==> src/rtl/ctl_src_pkg.sv <==
`timescale 1ns/1ps
package ctl_src_pkg;

  typedef enum logic [1:0] {
    SRC_BUS    = 2'd0,
    SRC_STROBE = 2'd1,
    SRC_DC     = 2'd2
  } src_e;

  typedef enum logic [1:0] {
    MX_MONO   = 2'd0,
    MX_STEREO = 2'd1,
    MX_BILING = 2'd2,
    MX_SUB    = 2'd3
  } mx_e;

  localparam int unsigned FRAME_BITS = 24;
  localparam logic [6:0]  SEL_CODE   = 7'b1000010;
  localparam logic [2:0]  FN_MODE    = 3'b000;
  localparam logic [2:0]  FN_MUTE    = 3'b001;

  // first/second bit pair to matrix mode (shared by direct and frame paths)
  function automatic mx_e pair_to_mode(input logic first_bit, input logic second_bit);
    mx_e m;
    case ({first_bit, second_bit})
      2'b10:   m = MX_STEREO;
      2'b01:   m = MX_BILING;
      2'b11:   m = MX_SUB;
      default: m = MX_MONO;
    endcase
    return m;
  endfunction

endpackage

==> src/rtl/ctl_sync.sv <==
`timescale 1ns/1ps
module ctl_sync #(
  parameter int unsigned W      = 1,
  parameter int unsigned STAGES = 2
) (
  input  logic         clk_i,
  input  logic         rst_ni,
  input  logic [W-1:0] d_i,
  output logic [W-1:0] q_o
);

  logic [W-1:0] stg_q [STAGES];

  for (genvar s = 0; s < STAGES; s++) begin : g_stage
    logic [W-1:0] stg_d;
    if (s == 0) begin : g_first
      assign stg_d = d_i;
    end else begin : g_rest
      assign stg_d = stg_q[s-1];
    end
    always_ff @(posedge clk_i or negedge rst_ni) begin
      if (!rst_ni) stg_q[s] <= '0;
      else         stg_q[s] <= stg_d;
    end
  end

  assign q_o = stg_q[STAGES-1];

endmodule

==> src/rtl/ctl_level_track.sv <==
`timescale 1ns/1ps
module ctl_level_track #(
  parameter int unsigned STROBE_MAX_CYC = 64,
  parameter int unsigned STABLE_CYC     = 160,
  parameter int unsigned CNT_W          = 8
) (
  input  logic clk_i,
  input  logic rst_ni,
  input  logic lvl_i,
  output logic rise_o,
  output logic short_end_o,
  output logic long_hi_o,
  output logic low_stable_o
);

  localparam logic [CNT_W-1:0] MAX_C    = CNT_W'(STROBE_MAX_CYC);
  localparam logic [CNT_W-1:0] STABLE_C = CNT_W'(STABLE_CYC);
  localparam logic [CNT_W-1:0] LOW_C    = CNT_W'(STABLE_CYC - 1);

  logic             lvl_q;
  logic [CNT_W-1:0] run_q, run_d;
  logic             fall_w;

  assign rise_o = lvl_i & ~lvl_q;
  assign fall_w = ~lvl_i & lvl_q;

  always_comb begin
    if (lvl_i != lvl_q)        run_d = CNT_W'(1);
    else if (run_q != STABLE_C) run_d = run_q + CNT_W'(1);
    else                        run_d = run_q;
  end

  always_ff @(posedge clk_i or negedge rst_ni) begin
    if (!rst_ni) begin
      lvl_q <= 1'b0;
      run_q <= '0;
    end else begin
      lvl_q <= lvl_i;
      run_q <= run_d;
    end
  end

  // run_q holds the length of the run that ended when a fall is seen
  assign short_end_o  = fall_w & (run_q <= MAX_C);
  assign long_hi_o    = lvl_i & lvl_q & (run_q >= MAX_C);
  assign low_stable_o = ~lvl_i & ~lvl_q & (run_q >= LOW_C);

endmodule

==> src/rtl/ctl_strobe_rx.sv <==
`timescale 1ns/1ps
module ctl_strobe_rx
  import ctl_src_pkg::*;
(
  input  logic clk_i,
  input  logic rst_ni,
  input  logic en_i,
  input  logic en_rise_i,
  input  logic sclk_i,
  input  logic sdat_i,
  output logic frame_ok_o,
  output logic mode_cmd_o,
  output mx_e  mode_val_o,
  output logic mute_cmd_o,
  output logic mute_val_o
);

  localparam int unsigned BC_W = $clog2(FRAME_BITS + 2);
  localparam logic [BC_W-1:0] FULL_C = BC_W'(FRAME_BITS);
  localparam logic [BC_W-1:0] OVER_C = BC_W'(FRAME_BITS + 1);

  logic                  sclk_q;
  logic                  sclk_rise;
  logic [FRAME_BITS-1:0] sr_q, sr_d;
  logic [BC_W-1:0]       cnt_q, cnt_d;

  assign sclk_rise = sclk_i & ~sclk_q;

  always_comb begin
    sr_d  = sr_q;
    cnt_d = cnt_q;
    if (en_rise_i) begin
      sr_d  = '0;
      cnt_d = '0;
    end else if (en_i && sclk_rise) begin
      sr_d = {sr_q[FRAME_BITS-2:0], sdat_i};
      if (cnt_q != OVER_C) cnt_d = cnt_q + BC_W'(1);
    end
  end

  always_ff @(posedge clk_i or negedge rst_ni) begin
    if (!rst_ni) begin
      sclk_q <= 1'b0;
      sr_q   <= '0;
      cnt_q  <= '0;
    end else begin
      sclk_q <= sclk_i;
      sr_q   <= sr_d;
      cnt_q  <= cnt_d;
    end
  end

  logic [6:0] sel_f;
  logic       dir_f;
  logic [2:0] fn_f;
  logic       unused_bits;

  assign sel_f       = sr_q[23:17];
  assign dir_f       = sr_q[16];
  assign fn_f        = sr_q[15:13];
  assign unused_bits = ^{sr_q[12:8], sr_q[5:0]};

  assign frame_ok_o = (cnt_q == FULL_C) && (sel_f == SEL_CODE) && !dir_f;
  assign mode_cmd_o = (fn_f == FN_MODE);
  assign mute_cmd_o = (fn_f == FN_MUTE);
  assign mode_val_o = pair_to_mode(sr_q[7], sr_q[6]);
  assign mute_val_o = sr_q[7];

endmodule

==> src/rtl/ctl_src_fsm.sv <==
`timescale 1ns/1ps
module ctl_src_fsm
  import ctl_src_pkg::*;
(
  input  logic clk_i,
  input  logic rst_ni,
  input  logic short_end_i,
  input  logic long_hi_i,
  input  logic low_stable_i,
  output src_e src_o
);

  src_e src_q, src_d;

  always_comb begin
    src_d = src_q;
    unique case (src_q)
      SRC_DC:     if (low_stable_i) src_d = SRC_BUS;
      SRC_BUS:    if (long_hi_i) src_d = SRC_DC;
                  else if (short_end_i) src_d = SRC_STROBE;
      SRC_STROBE: if (long_hi_i) src_d = SRC_DC;
      default:    src_d = SRC_DC;
    endcase
  end

  always_ff @(posedge clk_i or negedge rst_ni) begin
    if (!rst_ni) src_q <= SRC_DC;
    else         src_q <= src_d;
  end

  assign src_o = src_q;

endmodule

==> src/rtl/ctl_src_detect.sv <==
`timescale 1ns/1ps
module ctl_src_detect
  import ctl_src_pkg::*;
#(
  parameter int unsigned SYNC_STAGES    = 2,
  parameter int unsigned STROBE_MAX_CYC = 64,
  parameter int unsigned STABLE_CYC     = 160
) (
  input  logic       clk_i,
  input  logic       rst_ni,
  input  logic       en_i,
  input  logic       line_a_i,
  input  logic       line_b_i,
  output logic [1:0] src_o,
  output logic [1:0] matrix_mode_o,
  output logic       mute_o
);

  localparam int unsigned CNT_W = $clog2(STABLE_CYC + 1);

  logic rst_sync_n;
  logic [2:0] raw_in, syn_in;
  logic en_s, a_s, b_s;

  ctl_sync #(.W(1), .STAGES(SYNC_STAGES)) u_rst_sync (
    .clk_i(clk_i), .rst_ni(rst_ni), .d_i(1'b1), .q_o(rst_sync_n)
  );

  assign raw_in = {en_i, line_a_i, line_b_i};

  ctl_sync #(.W(3), .STAGES(SYNC_STAGES)) u_in_sync (
    .clk_i(clk_i), .rst_ni(rst_sync_n), .d_i(raw_in), .q_o(syn_in)
  );

  assign {en_s, a_s, b_s} = syn_in;

  logic rise_w, short_end_w, long_hi_w, low_stable_w;

  ctl_level_track #(
    .STROBE_MAX_CYC(STROBE_MAX_CYC), .STABLE_CYC(STABLE_CYC), .CNT_W(CNT_W)
  ) u_track (
    .clk_i(clk_i), .rst_ni(rst_sync_n), .lvl_i(en_s),
    .rise_o(rise_w), .short_end_o(short_end_w),
    .long_hi_o(long_hi_w), .low_stable_o(low_stable_w)
  );

  logic frame_ok_w, mode_cmd_w, mute_cmd_w, mute_val_w;
  mx_e  mode_val_w;

  ctl_strobe_rx u_rx (
    .clk_i(clk_i), .rst_ni(rst_sync_n), .en_i(en_s), .en_rise_i(rise_w),
    .sclk_i(a_s), .sdat_i(b_s),
    .frame_ok_o(frame_ok_w), .mode_cmd_o(mode_cmd_w), .mode_val_o(mode_val_w),
    .mute_cmd_o(mute_cmd_w), .mute_val_o(mute_val_w)
  );

  src_e src_w;

  ctl_src_fsm u_fsm (
    .clk_i(clk_i), .rst_ni(rst_sync_n), .short_end_i(short_end_w),
    .long_hi_i(long_hi_w), .low_stable_i(low_stable_w), .src_o(src_w)
  );

  logic apply_w;
  mx_e  mode_q, mode_d;
  logic mute_q, mute_d;

  assign apply_w = short_end_w & frame_ok_w & (src_w != SRC_DC);

  always_comb begin
    mode_d = mode_q;
    mute_d = mute_q;
    if (src_w == SRC_DC) begin
      mode_d = pair_to_mode(a_s, b_s);
      mute_d = 1'b0;
    end else if (apply_w) begin
      if (mode_cmd_w) mode_d = mode_val_w;
      if (mute_cmd_w) mute_d = mute_val_w;
    end
  end

  always_ff @(posedge clk_i or negedge rst_sync_n) begin
    if (!rst_sync_n) begin
      mode_q <= MX_MONO;
      mute_q <= 1'b0;
    end else begin
      mode_q <= mode_d;
      mute_q <= mute_d;
    end
  end

  assign src_o         = src_w;
  assign matrix_mode_o = mode_q;
  assign mute_o        = mute_q;

endmodule

==> config.mk <==
export PLATFORM = sky130hd
export DESIGN_NAME = ctl_src_detect
export DESIGN_NICKNAME = d
export VERILOG_FILES = /design/src/rtl/ctl_src_pkg.sv /design/src/rtl/ctl_sync.sv /design/src/rtl/ctl_level_track.sv /design/src/rtl/ctl_strobe_rx.sv /design/src/rtl/ctl_src_fsm.sv /design/src/rtl/ctl_src_detect.sv
export SDC_FILE = /design/constraint.sdc
export NUM_CORES = 1
export LEC_CHECK = 0
export CAP_MARGIN = 25
export CORE_MARGIN = 8
export CORE_UTILIZATION = 27
export DETAILED_ROUTE_END_ITERATION = 10
export GPL_ROUTABILITY_DRIVEN = 0
export SYNTH_ARGS = -nofsm -noshare
export SYNTH_HDL_FRONTEND = slang
export SYNTH_SLANG_ARGS = --single-unit
export TNS_END_PERCENT = 50
==> constraint.sdc <==
create_clock -name clk_i -period 1.9 [get_ports clk_i]
set_input_delay 0.285 -clock clk_i [delete_from_list [all_inputs] [get_ports clk_i]]
set_output_delay 0.285 -clock clk_i [all_outputs]
set_load 0.1 [all_outputs]
# After elaboration in Yosys (flattened, before gate mapping)
# Index checks and enable logic that the tools add are counted.
word_totals:
  out_inout_bits: 5
  inputBits: 5
  elab_cells: 84
  register_bits: 52
op_classes:
  add_sub_neg: 2
  eq_ne: 18
  n_bitwise: 13
  mux: 20
  magnitude_cmp: 3
  reduce_logical: 16
ops:
  columns: ["op", "count"]
  rows:
  - ["2-to-1 mux 24 bit", 2]
  - ["one-hot mux 2 bit (3 select lines)", 3]
  - ["2-to-1 mux 8 bit", 2]
  - ["2-to-1 mux 5 bit", 3]
  - ["2-to-1 mux 2 bit", 7]
  - ["nonzero test 2 bit", 6]
  - ["bitwise AND 1 bit", 10]
  - ["equality test 2 bit, second input constant", 5]
  - ["adder 8 x 1 -> 8 bit, second input constant", 1]
  - [">= comparator 8 x 7 -> 1 bit, second input constant", 1]
  - [">= comparator 8 bit, second input constant", 1]
  - ["less-or-equal comparator 8 x 7 -> 1 bit, second input constant", 1]
  - ["!= test 8 bit, second input constant", 1]
  - ["equality test 7 bit, second input constant", 1]
  - ["equality test 2 x 1 -> 1 bit, second input constant", 3]
  - ["!= test 2 bit, second input constant", 3]
  - ["AND reduction 2 bit", 3]
  - ["adder 5 x 1 -> 5 bit, second input constant", 1]
  - ["equality test 5 bit, second input constant", 1]
  - ["!= test 5 bit, second input constant", 1]
  - ["equality test 3 x 1 -> 1 bit, second input constant", 1]
  - ["logical AND 1 bit", 3]
  - ["logical NOT 3 bit", 1]
  - ["2-to-1 mux 1 bit", 3]
  - ["6 further kinds", 8]

# Logic depth before layout (Yosys ltp)
# Gate-level depths: netlist of run 1.
depth:
  depth_word: 7
  ltp_mapped: 6
  depth_no_buf: 6

# Hierarchy
# A second synthesis of run 1 with hierarchy kept.
hier_totals:
  hier_cells: 233
  hier_area_um2: 2348.5
modules_own_cells:
  columns: ["module", "instances", "seq_area_each_um2", "area_per_inst_um2", "cells_per_inst"]
  rows:
  - ["ctl_strobe_rx", 1, 750.7, 1367.6, 145]
  - ["ctl_level_track", 1, 225.2, 555.5, 59]
  - ["ctl_src_detect", 1, 75.1, 150.1, 15]
  - ["ctl_sync (u_in_sync)", 1, 150.1, 150.1, 6]
  - ["ctl_src_fsm", 1, 51.3, 75.1, 6]
  - ["ctl_sync (u_rst_sync)", 1, 50.0, 50.0, 2]

# Least setup slack after synthesis of run 1
# Ideal clock, no wire load.
synth_timing:
  path_kind: "flip-flop to flip-flop"
  startpoint: "register u_track.run_q[0]"
  endpoint: "register mode_q[1] (netlist: matrix_mode_o[1])"
  t_required_ns: 1.818
  n_path_buf: 0
  period_less_slack_ns: 2.008
  slack_ns: -0.108
  stages_incl_launch_ff: 7
  setup_ns: 0.082
  t_arrival_ns: 1.926
  cell_sequence: "dfrtp_1 > inv_1 > ha_1 > or4b_4 > o21a_4 > or4b_1 > a31oi_1"
synth_via:
  elab_chain_cells: 6
synth_lines:
  columns: ["element", "line_no", "text"]
  rows:
  - ["from (decl)", "ctl_level_track.sv:21", "logic [CNT_W-1:0] run_q, run_d;"]
  - ["from (signal assigned)", "ctl_level_track.sv:39", "run_q <= run_d;"]
  - ["less-or-equal comparator 8 x 7 -> 1 bit", "ctl_level_track.sv:44", "assign short_end_o = fall_w & (run_q <= MAX_C);"]
  - ["bitwise AND 1 bit", "ctl_level_track.sv:44", null]
  - ["bitwise AND 1 bit (2 in a row)", "ctl_src_detect.sv:68", "assign apply_w = short_end_w & frame_ok_w & (src_w != SRC_DC);"]
  - ["nonzero test 2 bit (no source line)", null, null]
  - ["AND reduction 2 bit (no source line)", null, null]
  - ["to (signal assigned)", "ctl_src_detect.sv:87", "mode_q <= mode_d;"]
  - ["to (decl)", "ctl_src_detect.sv:65", "mx_e mode_q, mode_d;"]
# Every way passes these cells.
# A chain may end at the register's enable or synchronous reset.

# Final worst setup path of run 1
layout_timing:
  startpoint: "register u_track.run_q[1]"
  endpoint: "register mute_q (netlist: mute_o)"
layout_via:
  elab_chain_cells: 6
layout_lines:
  columns: ["element", "line_no", "text"]
  rows:
  - ["less-or-equal comparator 8 x 7 -> 1 bit", "ctl_level_track.sv:44", null]
  - ["bitwise AND 1 bit", "ctl_level_track.sv:44", null]
  - ["bitwise AND 1 bit (2 in a row)", "ctl_src_detect.sv:68", null]
  - ["nonzero test 2 bit (no source line)", null, null]
  - ["AND reduction 2 bit (no source line)", null, null]
  - ["to (signal assigned)", "ctl_src_detect.sv:88", "mute_q <= mute_d;"]
  - ["to (decl)", "ctl_src_detect.sv:66", "logic mute_q, mute_d;"]
# Every way passes these cells.

==> results.md, run 1 <==
* Status: finished with violations
* Failing checks: setup timing
* HPWL after DPL at around 2.9 mm
* Startpoint types: register
* Post-synth top cells: dfrtp_1, nand2_1, a21oi_1, nor2_1
* Initial Util at 0.277
* Placement Setup Slack at -115 ps
* Cell Chain, Critical Path: inv_2 > ha_4 > or4b_4 > o21a_4 > or4_1 > a21oi_2
* Depth of the CTS H-tree at 2
* Clock-pin transition on the worst setup and hold timing paths at about 90 ps
* Pwr Density at 854 nW/um^2
* Post-route worst setup slack at -76.9 ps
* CTS buffer count at 5
* Clock buffer depth at 2
* Ranking of synthesized cells by area: dfrtp_1, nand2_1, a21oi_1, ha_1, xor2_1
* Port Buffers at 9
* Max cap viols at 0
* Syn avg cell area at 10.2 sq um
* Clock sinks at 52
* RSZ-0062 raised after global routing: true
* Cts hold-fix bufs at 0
* Slowest stage delay, CP at around 500 ps
* Vias post-DR at 1,594
* Fin. max-slew vios at 0
* Met1 Routed Length at approximately 2.1 mm
* Area growth from synthesis to layout at 24.7%
* Fmax at around 510 MHz
* Met2 wire length at 2.09 mm
* Vias in the first global route at 1,586
* Fillcell total at a little over 800
* CP Class: reg -> reg
* Post-DR wirelength/cell at approximately 12 um
* Mapped cell area at ~2300 sq um
* Tot Pwr at around 0.0024 W
* FFs w/ async S/R, synth at 1.00
* Top cell type's share of synthesized area at 0.564
* R2R Setup Slk at -80 ps
* Register area at around 1300 sq um
* Critical Path AT at approximately 2200 ps
* Yosys reg bits at 52
* Highest metal used: met4
* Design area at 2820 sq um
* Setup total negative slack at -165 ps
* Largest area contributor in the netlist: dfrtp_1
* Crit path max fanout at 5
* # rows at 33
* Number of unique standard cell types used by synthesis at 38
* Seq/Total Area, Yosys at 0.576
* CP max-delay cell: or4_1
* Multi-input logic area at around 940 sq um
* Tmin final at 1980 ps
* Clk_lat worst skew at ~300 ps
* Worst setup EP type: register
* Num ports at 10
* Final nets at ~260
* Core area at a little over 8000 sq um
* Pin count of the biggest net entering global routing at 30
* Drt pass-1 iters at 4
* First-pass GRT wire length at 7.59 mm
* Share of layout cells above drive strength 1 at 0.195
* Number of diodes at 0
* DIE WIDTH at 108 um
* Class of the tightest hold or removal check: in -> async
* GRT Total Usage at 0.0803
* Post-synth EDFFs at 0
* Final period util at 1.04
* Final hold vios at 0
* Yosys warns at 0
* Root buf cell: clkbuf_8
* Syn Nets at about 240
* Metal3 WL at ~140 um
* Initial antenna violation count at 0
* GRT Residual Overflow at 0
* Req. time, crit path at approximately 2100 ps
* TritonCTS clock tree: done
* Mapped Cells at 221
* Iter 0 DRT Violations at about 100
* Final setup viols at 3
* Most frequent cell after synthesis: dfrtp_1
* Post-Route WL at around 4.4 mm
* Die Y at approximately 110 um
* Antenna Nets Post-Route at 0
* Final Skew at about 5.2 ps
* Post-DR vias/cell at roughly 4.5
* Placed cell areas at around 2600 sq um
* Ys flop type: dfrtp_1
* DRC viols at 0
* Leakage at 1.24 nW
* Die area at around 12,000 sq um
* Peak supply drop at roughly 0.34 mV
==> final timing paths <==
kind                                               start                           to  depth (start not counted)
max                                     u_track.run_q[1]                       mute_o                          6
min                                               rst_ni  u_rst_sync.g_stage[1].stg_d                          1
max reg2reg                             u_track.run_q[1]                       mute_o                          6
min reg2reg                               u_rst_sync.q_o                 u_rx.sr_q[1]                          0
max in group asynchronous                 u_rst_sync.q_o               u_fsm.src_o[1]                          1
min in group clk_i         u_in_sync.g_stage[1].stg_d[0]             u_in_sync.q_o[0]                          0
==> layer usage <==
metal / up-vias / GRT usage
li1: 793 / -
met1: 780 / 0.110
met2: 19 / 0.124
met3: 2 / 0.0228
met4: 0 / 0.0149
met5: - / 0
==> registers in the layout, summed over array words and instances (netlist names), 2 cells and up <==
name / flops
u_fsm.src_o: 2
u_track.run_q: 8
u_in_sync.g_stage.stg_d: 3
u_rx.sr_q: 24
u_in_sync.q_o: 3
u_rx.cnt_q: 5
matrix_mode_o: 2
==> cells by family (layout without fill, tap and decap cells) <==
logic type / after synthesis / count (layout) / synth area share
other: 1 / 1 / 0.00166
AND/OR/NAND/NOR: 91 / 91 / 0.195
XOR/XNOR: 10 / 10 / 0.0387
adder cells (fa/ha/maj): 9 / 9 / 0.0498
buffers and inverters: 18 / 48 / 0.0299
AO/OA/AOI/OAI: 38 / 38 / 0.100
flip-flops: 52 / 52 / 0.576
multiplexers: 2 / 2 / 0.00885
==> critical path, delay by kind of cell, from the launching register on <==
| family | cells | cell delay [ps] |
|---|---|---|
| fa+ha+maj | 1 | 120 |
| flops | 1 | 400 |
| buf+inv | 1 | 80 |
| simple gates | 2 | 960 |
| compound gates | 2 | 360 |
==> power by group <==
group          internal [W]  switching (W)  total (W)
logic              0.000107       0.000114   0.000221
registers           0.00114      0.0000284    0.00117
clock network      0.000658       0.000361    0.00102
total               0.00190       0.000504    0.00241
==> timing repair <==
action | in CTS | in global routing
pin swaps | 6 | 4
endpoints found under the setup margin | 3 | 4
gates resized for setup | 3 | 6
buffers inserted | 2 | 4
==> area by class of cell <==
class / count / share of cell area
flip-flops and latches: 52 / 0.462
inverters: 9 / 0.0120
repair buffers: 31 / 0.0905
clock inverters: 3 / 0.0320
multi-input cells: 151 / 0.332
well taps: 105 / 0.0466
clock buffers: 5 / 0.0244
==> placed cells by master, fill, tap and decap left out, types with 3 or more instances in the layout <==
| cell | Yosys | routed |
|---|---|---|
| xor2_1 | 8 | 8 |
| clkdlybuf4s50_1 | 0 | 4 |
| bufinv_16 | 0 | 3 |
| clkbuf_8 | 0 | 5 |
| buf_4 | 0 | 26 |
| dfrtp_1 | 51 | 50 |
| nand3_1 | 5 | 5 |
| inv_1 | 9 | 7 |
| nor2_1 | 14 | 14 |
| o31ai_1 | 3 | 3 |
| nand4_1 | 3 | 3 |
| a21oi_1 | 27 | 26 |
| ha_1 | 9 | 7 |
| nand2_1 | 49 | 49 |
==> stage by stage <==
step           hold WS (ps)   util  cells
3_5_place_dp            237  0.314    342
6_report                141  0.345    356
3_3_place_gp            234  0.314    342
5_1_grt                 124  0.345    356
2_1_floorplan         -10.6      -    221
4_1_cts                 134  0.337    352
No activity file was read; power rests on OpenSTA's default activity.
==> inputs of run 2 (changes only) <==
- CAP_MARGIN: 25 -> default
- GPL_ROUTABILITY_DRIVEN: 0 -> default
- SLEW_MARGIN: default -> 40
==> results of run 2 <==
Final layout, timing and power as in run 1 (identical DEF).
